<file path="src/rtl/edid_tx_pkg.sv">
package edid_tx_pkg;
    typedef enum logic [1:0] {
        ST_IDLE,
        ST_SYNC,
        ST_DATA,
        ST_GAP
    } tx_state_e;
endpackage

</file>
<file path="src/rtl/vclk_edge_sync.sv">
module vclk_edge_sync #(
    parameter int STAGES = 2
) (
    input  logic clk,
    input  logic rst_n,
    input  logic vclk_async,
    output logic rise
);
    // pipe[STAGES-1] is the synchronized level; pipe[STAGES] is its delayed copy
    logic [STAGES:0] pipe;

    always_ff @(posedge clk or negedge rst_n) begin
        if (!rst_n) pipe <= '0;
        else        pipe <= {pipe[STAGES-1:0], vclk_async};
    end

    assign rise = pipe[STAGES-1] & ~pipe[STAGES];
endmodule

</file>
<file path="src/rtl/edid_byte_store.sv">
module edid_byte_store #(
    parameter int DATA_W      = 8,
    parameter int ADDR_W      = 8,
    parameter int SMALL_DEPTH = 128
) (
    input  logic              clk,
    input  logic              rst_n,
    input  logic              size_big,
    input  logic              addr_load,
    input  logic [ADDR_W-1:0] addr_value,
    input  logic              wr_en,
    input  logic [DATA_W-1:0] wr_data,
    input  logic              adv,
    output logic [ADDR_W-1:0] ptr,
    output logic [DATA_W-1:0] cur_byte
);
    localparam int DEPTH = 1 << ADDR_W;
    localparam logic [ADDR_W-1:0] BIG_LAST   = ADDR_W'(DEPTH - 1);
    localparam logic [ADDR_W-1:0] SMALL_LAST = ADDR_W'(SMALL_DEPTH - 1);

    logic [DATA_W-1:0] mem [DEPTH];
    logic [ADDR_W-1:0] last;
    logic [ADDR_W-1:0] step;
    logic              in_region;

    always_comb begin
        last      = size_big ? BIG_LAST : SMALL_LAST;
        in_region = size_big | ({1'b0, ptr} < (ADDR_W+1)'(SMALL_DEPTH));
        step      = (ptr == last) ? '0 : ptr + 1'b1;
        cur_byte  = mem[ptr];
    end

    always_ff @(posedge clk) begin
        if (wr_en) mem[ptr] <= wr_data;
    end

    // Priority: explicit load, then transmit advance, then write post-increment
    always_ff @(posedge clk or negedge rst_n) begin
        if (!rst_n)         ptr <= '0;
        else if (addr_load) ptr <= addr_value;
        else if (adv)       ptr <= in_region ? step : '0;
        else if (wr_en)     ptr <= in_region ? step : ptr;
    end

    // transmit advance from the region's last byte lands on zero
    a_r6_wrap_to_zero: assert property (@(posedge clk) disable iff (!rst_n)
        (adv && !addr_load && ptr == last) |=> (ptr == '0));

    // small region, out-of-region write keeps the pointer
    a_r8_hold_out_of_region: assert property (@(posedge clk) disable iff (!rst_n)
        (wr_en && !adv && !addr_load && !size_big && ptr > SMALL_LAST) |=> $stable(ptr));

    // a load wins over everything else
    a_r11_load_wins: assert property (@(posedge clk) disable iff (!rst_n)
        addr_load |=> (ptr == $past(addr_value)));
endmodule

</file>
<file path="src/rtl/edid_frame_fsm.sv">
module edid_frame_fsm
    import edid_tx_pkg::*;
#(
    parameter int DATA_W     = 8,
    parameter int SYNC_EDGES = 9
) (
    input  logic              clk,
    input  logic              rst_n,
    input  logic              tx_en,
    input  logic              rise,
    input  logic [DATA_W-1:0] cur_byte,
    output logic              adv,
    output logic              sda_out,
    output logic              sda_oe,
    output logic              irq
);
    localparam int CNT_MAX = (SYNC_EDGES > DATA_W) ? SYNC_EDGES : DATA_W;
    localparam int CNT_W   = $clog2(CNT_MAX + 1);

    tx_state_e         state, nxt;
    logic [CNT_W-1:0]  cnt;
    logic [DATA_W-1:0] shreg;
    logic              sync_last, bit_last;

    assign sync_last = (cnt == CNT_W'(SYNC_EDGES - 1));
    assign bit_last  = (cnt == CNT_W'(DATA_W - 1));

    // state register
    always_ff @(posedge clk or negedge rst_n) begin
        if (!rst_n) state <= ST_IDLE;
        else        state <= nxt;
    end

    // next state
    always_comb begin
        nxt = state;
        if (!tx_en) begin
            nxt = ST_IDLE;
        end else begin
            unique case (state)
                ST_IDLE: nxt = ST_SYNC;
                ST_SYNC: if (rise && sync_last) nxt = ST_DATA;
                ST_DATA: if (rise && bit_last)  nxt = ST_GAP;
                ST_GAP:  if (rise)              nxt = ST_DATA;
            endcase
        end
    end

    assign adv = tx_en && rise &&
                 ((state == ST_SYNC && sync_last) || state == ST_GAP);

    // edge counter, shifter and interrupt pulse
    always_ff @(posedge clk or negedge rst_n) begin
        if (!rst_n) begin
            cnt   <= '0;
            shreg <= '0;
            irq   <= 1'b0;
        end else begin
            irq <= 1'b0;
            if (!tx_en) begin
                cnt <= '0;
            end else begin
                unique case (state)
                    ST_IDLE: cnt <= '0;
                    ST_SYNC: if (rise) begin
                        if (sync_last) begin
                            cnt   <= '0;
                            shreg <= cur_byte;
                        end else begin
                            cnt <= cnt + 1'b1;
                        end
                    end
                    ST_DATA: if (rise) begin
                        if (bit_last) begin
                            cnt <= '0;
                            irq <= 1'b1;
                        end else begin
                            cnt   <= cnt + 1'b1;
                            shreg <= {shreg[DATA_W-2:0], 1'b0};
                        end
                    end
                    ST_GAP: if (rise) shreg <= cur_byte;
                endcase
            end
        end
    end

    // outputs
    always_comb begin
        sda_oe  = (state == ST_DATA);
        sda_out = sda_oe ? shreg[DATA_W-1] : 1'b1;
    end

    // disable forces idle on the next clock
    a_r10_idle_on_disable: assert property (@(posedge clk) disable iff (!rst_n)
        !tx_en |=> (state == ST_IDLE));

    // interrupt lasts one clock
    a_r5_irq_one_clock: assert property (@(posedge clk) disable iff (!rst_n)
        irq |=> !irq);

    // interrupt only follows the last data bit
    a_r5_irq_after_data: assert property (@(posedge clk) disable iff (!rst_n)
        irq |-> ($past(state) == ST_DATA && state == ST_GAP));

    // a driven bit holds between strobe edges
    a_r3_bit_holds: assert property (@(posedge clk) disable iff (!rst_n)
        (state == ST_DATA && tx_en && !rise) |=> $stable(sda_out));
endmodule

</file>
<file path="src/rtl/edid_serial_tx.sv">
module edid_serial_tx #(
    parameter int DATA_W      = 8,
    parameter int ADDR_W      = 8,
    parameter int SMALL_DEPTH = 128,
    parameter int SYNC_EDGES  = 9,
    parameter int SYNC_STAGES = 2
) (
    input  logic              clk,
    input  logic              rst_n,
    input  logic              tx_en,
    input  logic              size_big,
    input  logic              sw_access,
    input  logic              addr_load,
    input  logic [ADDR_W-1:0] addr_value,
    input  logic              wr_stb,
    input  logic [DATA_W-1:0] wr_data,
    input  logic              vclk_in,
    output logic              sda_out,
    output logic              sda_oe,
    output logic              irq,
    output logic [ADDR_W-1:0] buf_ptr
);
    logic              rise;
    logic              adv;
    logic              wr_en;
    logic [DATA_W-1:0] cur_byte;

    // software writes only while transmission is stopped
    assign wr_en = wr_stb & sw_access & ~tx_en;

    vclk_edge_sync #(.STAGES(SYNC_STAGES)) u_sync (
        .clk        (clk),
        .rst_n      (rst_n),
        .vclk_async (vclk_in),
        .rise       (rise)
    );

    edid_byte_store #(
        .DATA_W      (DATA_W),
        .ADDR_W      (ADDR_W),
        .SMALL_DEPTH (SMALL_DEPTH)
    ) u_store (
        .clk        (clk),
        .rst_n      (rst_n),
        .size_big   (size_big),
        .addr_load  (addr_load),
        .addr_value (addr_value),
        .wr_en      (wr_en),
        .wr_data    (wr_data),
        .adv        (adv),
        .ptr        (buf_ptr),
        .cur_byte   (cur_byte)
    );

    edid_frame_fsm #(
        .DATA_W     (DATA_W),
        .SYNC_EDGES (SYNC_EDGES)
    ) u_fsm (
        .clk      (clk),
        .rst_n    (rst_n),
        .tx_en    (tx_en),
        .rise     (rise),
        .cur_byte (cur_byte),
        .adv      (adv),
        .sda_out  (sda_out),
        .sda_oe   (sda_oe),
        .irq      (irq)
    );

    // a blocked write leaves the pointer alone
    a_r9_blocked_write: assert property (@(posedge clk) disable iff (!rst_n)
        (wr_stb && tx_en && !adv && !addr_load) |=> $stable(buf_ptr));
endmodule

</file>
<file path="config.mk">
export PLATFORM = sky130hd
export DESIGN_NAME = edid_serial_tx
export DESIGN_NICKNAME = d
export VERILOG_FILES = /design/src/rtl/edid_tx_pkg.sv /design/src/rtl/vclk_edge_sync.sv /design/src/rtl/edid_byte_store.sv /design/src/rtl/edid_frame_fsm.sv /design/src/rtl/edid_serial_tx.sv
export SDC_FILE = /design/constraint.sdc
export NUM_CORES = 2
export LEC_CHECK = 0
export BUFFER_PORTS_ARGS = -buffer_cell sky130_fd_sc_hd__buf_2
export CORE_ASPECT_RATIO = 0.75
export CORE_MARGIN = 2
export CORE_UTILIZATION = 55
export CTS_CLUSTER_SIZE = 28
export DETAILED_ROUTE_END_ITERATION = 16
export GPL_TIMING_DRIVEN = 0
export PLACE_DENSITY_LB_ADDON = 0.08
export SLEW_MARGIN = 10
export SYNTH_ARGS = -nofsm -noshare
export SYNTH_HDL_FRONTEND = slang
export SYNTH_SLANG_ARGS = --single-unit
</file>
<file path="constraint.sdc">
create_clock -name clk -period 3.4 [get_ports clk]
set_clock_uncertainty 0.05 [all_clocks]
set_input_delay 0.34 -clock clk [delete_from_list [all_inputs] [get_ports clk]]
set_output_delay 0.34 -clock clk [all_outputs]
set_load 0.03 [all_outputs]
</file>
# Word-level counts from Yosys, hierarchy flattened
# Memories as Yosys holds them, arrays and structs flattened.
# Index checks and enable logic that the tools add are counted.
[word_totals]
regBits = 26
ram_bits = 2048
mem_count = 1
[classes]
add_sub_neg = 2
n_lt_le_gt_ge = 1
eq_ne = 17
n_mux = 31
n_bitwise = 6
reduce_logical = 14
[memory_table]
columns = ["memory", "words", "word_bits", "read_ports", "rd_ports_with_merged_regs", "write_ports", "line", "source"]
rows = [
  ["u_store.mem", 256, 8, 1, 0, 1, "edid_byte_store.sv:21", "logic [DATA_W-1:0] mem [DEPTH];"],
]
[op_table]
columns = ["cell", "n"]
rows = [
  ["8-bit two-way mux", 12],
  ["8-bit case mux with 3 select lines", 1],
  ["4-bit two-way mux", 5],
  ["3-bit by 2-bit inequality test with 1-bit output (second input constant)", 5],
  ["4-bit case mux with 3 select lines", 1],
  ["3-bit nonzero test", 3],
  ["8-bit by 1-bit adder with 8-bit output (second input constant)", 1],
  ["8-bit == test", 1],
  ["8-bit less-than comparator (second input constant)", 1],
  ["2-bit two-way mux", 4],
  ["2-bit by 1-bit inequality test with 1-bit output (second input constant)", 4],
  ["2-bit case mux with 4 select lines", 1],
  ["1-bit two-way mux", 7],
  ["7-bit AND reduction", 1],
  ["3-bit AND reduction", 2],
  ["1-bit logical AND", 5],
  ["4-bit by 1-bit adder with 4-bit output (second input constant)", 1],
  ["2-bit == test (second input constant)", 2],
  ["4-bit by 3-bit == test with 1-bit output (second input constant)", 1],
  ["4-bit == test (second input constant)", 1],
  ["4-bit by 1-bit inequality test with 1-bit output (second input constant)", 1],
  ["1-bit AND", 3],
  ["2-bit by 1-bit == test with 1-bit output (second input constant)", 1],
  ["2-bit logical NOT", 1],
  ["5 further kinds", 6],
]

# Logic depth before layout (Yosys ltp)
[logic_depth]
ltp_word = 7
mapped_depth = 13
mapped_depth_nobuf = 9

# Hierarchy
# From an unflattened synthesis, not the netlist that was laid out.
[unflattened]
cells_unflattened = 3687
area_unflattened_um2 = 79809.0
[by_module_without_submodules]
columns = ["module", "instances", "cells_per_inst", "area_each_um2"]
rows = [
  ["edid_byte_store", 1, 3598, 78761.8],
  ["edid_frame_fsm", 1, 84, 949.7],
  ["vclk_edge_sync", 1, 4, 88.8],
  ["edid_serial_tx", 1, 1, 8.8],
]

# Least setup slack after synthesis
# Ideal clock, no wire load.
[synth_timing]
path_kind = "reg2reg"
startpoint = "register u_store.ptr[0]"
endpoint = "memory u_store.mem[104][0] (enable)"
arrival_time_ps = 2838
required_ps = 2980
slack_ps = 142
path_stages_with_launch = 12
path_buffers = 7
synth_period_minus_slack_ps = 3258
path_cell_list = "dfrtp_1 > buf_6 > buf_12 > buf_6 > buf_6 > inv_2 > buf_2 > buf_1 > ha_1 > nand2_1 > clkbuf_1 > nor2_1"
[synth_rtl]
columns = ["item", "line", "source"]
rows = [
  ["start: declaration", "edid_byte_store.sv:14", "output logic [ADDR_W-1:0] ptr,"],
  ["start signal: assignment", "edid_byte_store.sv:40", "else if (addr_load) ptr <= addr_value;"],
  ["start signal: assignment", "edid_byte_store.sv:41", "else if (adv) ptr <= in_region ? step : '0;"],
  ["start signal: assignment", "edid_byte_store.sv:42", "else if (wr_en) ptr <= in_region ? step : ptr;"],
  ["end: declaration", "edid_byte_store.sv:21", ""],
]
# No word-level cell before the write port.

# Worst setup path in the final report
[layout_timing]
startpoint = "register u_store.ptr[3]"
endpoint = "register u_fsm.shreg[6]"
[layout_between]
elab_chain_cells = 4
[layout_rtl]
columns = ["item", "line", "source"]
rows = [
  ["memory 256 x 8 bit (*)", "n/a", ""],
  ["8-bit two-way mux", "edid_frame_fsm.sv:66", "if (sync_last) begin"],
  ["8-bit two-way mux", "edid_frame_fsm.sv:65", "ST_SYNC: if (rise) begin"],
  ["8-bit case mux with 3 select lines (*)", "edid_frame_fsm.sv:63", "unique case (state)"],
  ["end signal: assignment", "edid_frame_fsm.sv:68", "shreg <= cur_byte;"],
  ["end signal: assignment", "edid_frame_fsm.sv:79", "shreg <= {shreg[DATA_W-2:0], 1'b0};"],
  ["end signal: assignment", "edid_frame_fsm.sv:82", "ST_GAP: if (rise) shreg <= cur_byte;"],
  ["end: declaration", "edid_frame_fsm.sv:22", "logic [DATA_W-1:0] shreg;"],
]
# Every way passes the cells marked *; elsewhere a longest branch is shown, timed or not. The select of a mux whose other input is x is not followed.
# A chain may end at the register's enable or synchronous reset.

==> flow_summary_export.csv <==
group,metric,value,unit
cells_and_area,syn_to_final_growth,21.5,%
setup_path,worst-path-max-fanout,15,
die,initial_utilization,55.3,%
die,rows,122,
timing,setup_viol,469,
timing,min_period,3.81,ns
global_routing,grt_max_degree,140,
die,die_h,337,µm
timing,hold_viol,0,
yosys,yosys.area_share.simple,2.87,%
setup_path,arrival,4.48,ns
drt,drc,0,
drt,via_count,48185,
yosys,synth_edf_count,2048,
cts,cts_inserted_buffers,193,
hold_path,hp-class,"in2reg",
place,place_area,84700,µm²
global_routing,grt_pass1_vias,42780,
yosys,synth_compound_area_share,2.62,%
global_routing,antenna_found_initial,26,
drt,drtPass1Iterations,7,
yosys,synth_warnings,0,
timing,rsz0062_at_grt,"true",
place,dp_hpwl,202000,µm
yosys,synth_mux_area_share,16.1,%
yosys,syn_area,81300,µm²
yosys,yosysUniqueCellTypes,72,
timing,worst_slack,-0.409,ns
yosys,asyncSetResetFlopFracSynth,1.25,%
cells_and_area,layout_commonest_cell,"edfxtp_1",
yosys,synth_flop_cell,"edfxtp_1",
global_routing,grt_first_pass_wirelength,412000,µm
cts,cts.sinks,2074,
setup_path,rrSetupSlack,-0.41,ns
setup_path,endpoint_kind,"register",
cts,clk_pin_slew_worst_paths,0.07,ns
power,p_leak,31.5,nW
outcome,failed_checks,"max-capacitance violations, max-slew violations, negative setup slack",
hold_path,min_path_cells,1,
yosys,yosys_register_bits,2074,
drt,ant_nets,0,
yosys,syn-num-nets,3876,
timing,maxSlewViolCount,11,
yosys,avgSynthCellArea,21.2,µm²
setup_path,worstSetupPathType,"reg2reg",
yosys,ys_seq_area_share,76.4,%
drt,wl_per_cell,49.1,µm
job,cap_violations,1,
global_routing,overflow,0,
die,die_area,151000,µm²
cells_and_area,fill_cells,9511,
cells_and_area,final_cell_mix,"edfxtp_1 (2048), mux4_2 (483), buf_4 (214)",
setup_path,cp-start-kind,"register",
outcome,outcome,"finished with violations",
timing,tns,-31.47,ns
cts,ctsHtreeMaxLevel,4,
global_routing,grt_util_all_layers,42.8,%
cts,clk_latency,0.89,ns
power,fin_total_pwr,65.5,mW
cts,cts-root-buf,"clkbuf_16",
cells_and_area,layout-drive-gt1-share,37.2,%
timing,finalCritPeriodShare,112,%
setup_path,r2r_start,"u_store.ptr[3]",
power,ir_worst_vdd,0.503,mV
timing,max_slew_margin,-1.36,%
die,die-width,448,µm
setup_path,worstRegToRegCells,10,
hold_path,hold_start,"wr_data[0]",
cells_and_area,fin_area,98800,µm²
timing,clock.fmax,0.263,GHz
power,power.density,663,nW/µm²
yosys,synth-xor-area-share,0.0108,%
place,port_buffers,34,
place,gp_congestion,1.04,
setup_path,r2r-end,"u_fsm.shreg[6]",
cts,cts_tree,"done",
yosys,synth_fa_ha_area_share,0.169,%
cts,clock_path_buffers,3,
hold_path,min_to,"u_store.mem[28][0]",
die,coreArea,147000,µm²
drt,drt_iter0_drc,9495,
die,io_pins,35,
yosys,synthCells,3841,
cells_and_area,fin_nets,4422,
setup_path,worstPathRequired,4.07,ns
drt,via_per_inst,7.34,
drt,drt_wl_total,322000,µm
yosys,synth_top_family_by_area,"multiplexers",
timing,worst_slew_pin_slew,1.52,ns
==> critical path, cell delays in order (launching register included) <==
cell and delay [ns]:
dfrtp_1 0.43, clkbuf_2 0.34, buf_6 0.38, buf_6 0.31, clkbuf_2 0.30, buf_12 0.25, nor2_1 0.16, a211oi_4 0.57
o311ai_4 0.22, a2111oi_4 0.44, a22oi_1 0.11
==> repair_timing <==
item                       in CTS  in global routing
cloned                          3                  2
resized for setup             964                245
hold buffers                   17                  1
buffers inserted               80                195
pin swaps                      54                 48
hold endpoints to repair      344                  3
setup endpoints to repair    2064               1246
==> power breakdown <==
| group | leakage, nW | switching (mW) | internal [mW] | total (mW) |
|---|---|---|---|---|
| logic | 9.79 | 10.3 | 5.38 | 15.7 |
| registers | 18.7 | 0.101 | 28.2 | 28.3 |
| clock network | 2.95 | 9.85 | 11.7 | 21.5 |
| total | 31.5 | 20.3 | 45.3 | 65.5 |
==> flip-flops by register name, indices dropped and copies added (netlist names) <==
signal,count
u_fsm.cnt,4
u_fsm.irq,1
u_fsm.shreg,8
u_fsm.state,2
u_store.mem,2048
u_store.ptr,8
u_sync.pipe,3
==> through the flow <==
| stage | cells | utilization, % | hold WS [ns] | worst slack (ns) |
|---|---|---|---|---|
| 4_1_cts | 6334 | 65.0 | 0.0133 | -0.324 |
| 6_report | 6563 | 67.2 | 0.0185 | -0.409 |
| 5_1_grt | 6535 | 67.1 | 0.0453 | -0.252 |
| 3_3_place_gp | 5859 | 57.1 | 0.288 | -5.17 |
| 2_1_floorplan | 3841 | - | -0.00559 | 0.142 |
| 3_5_place_dp | 5883 | 57.6 | 0.305 | -3.23 |
==> routing by layer <==
layer	share of wire, %	GRT usage (%)	vias up
met1	35	59.1	25362
met2	41	57.1	4715
met5	0.23	2.13	-
met3	18	20.6	815
met4	5.7	20.5	16
li1	-	-	17277
==> cells in the mapped netlist, types with 33 or more instances <==
library cell     n  area share [%]
edfxtp_1      2048              76
mux4_2         483              13
nor2_1         284             1.3
mux2i_1        137             1.7
nand2_1        119            0.55
clkbuf_1        75            0.35
buf_2           66            0.41
a21oi_1         58            0.36
a22oi_1         40            0.37
buf_4           40            0.37
nor3_1          34            0.21
o21ai_0         33            0.20
==> cell families after synthesis <==
logic type	Yosys count
simple gates	542
compound gates	298
mux	657
buf+inv	258
fa+ha+maj	11
flops	2074
xor+xnor	1
==> worst max-delay path by stage <==
stage | start | end | cells past startpoint
floorplan | u_store.ptr[0] | u_store.mem[104][0] | 11
global placement | u_store.ptr[2] | u_store.mem[201][3] | 9
detailed placement | u_store.ptr[1] | u_fsm.shreg[7] | 11
CTS | u_store.ptr[1] | u_fsm.shreg[7] | 11
global route | u_store.ptr[3] | u_fsm.shreg[6] | 10
finish | u_store.ptr[3] | u_fsm.shreg[6] | 10
==> cell type report <==
class                   count  area, µm²  share of cell area, %
flip-flops and latches   2074      62200                   62.9
multi-input cells        1509      20300                   20.5
clock buffers             248       5150                   5.21
repair buffers            356       4100                   4.15
plain buffers             226       3490                   3.53
well taps                1984       2480                   2.51
clock inverters           107        937                  0.948
inverters                  27        145                  0.147
diodes                     32       80.1                 0.0810
(Power assumes the default switching activity.)
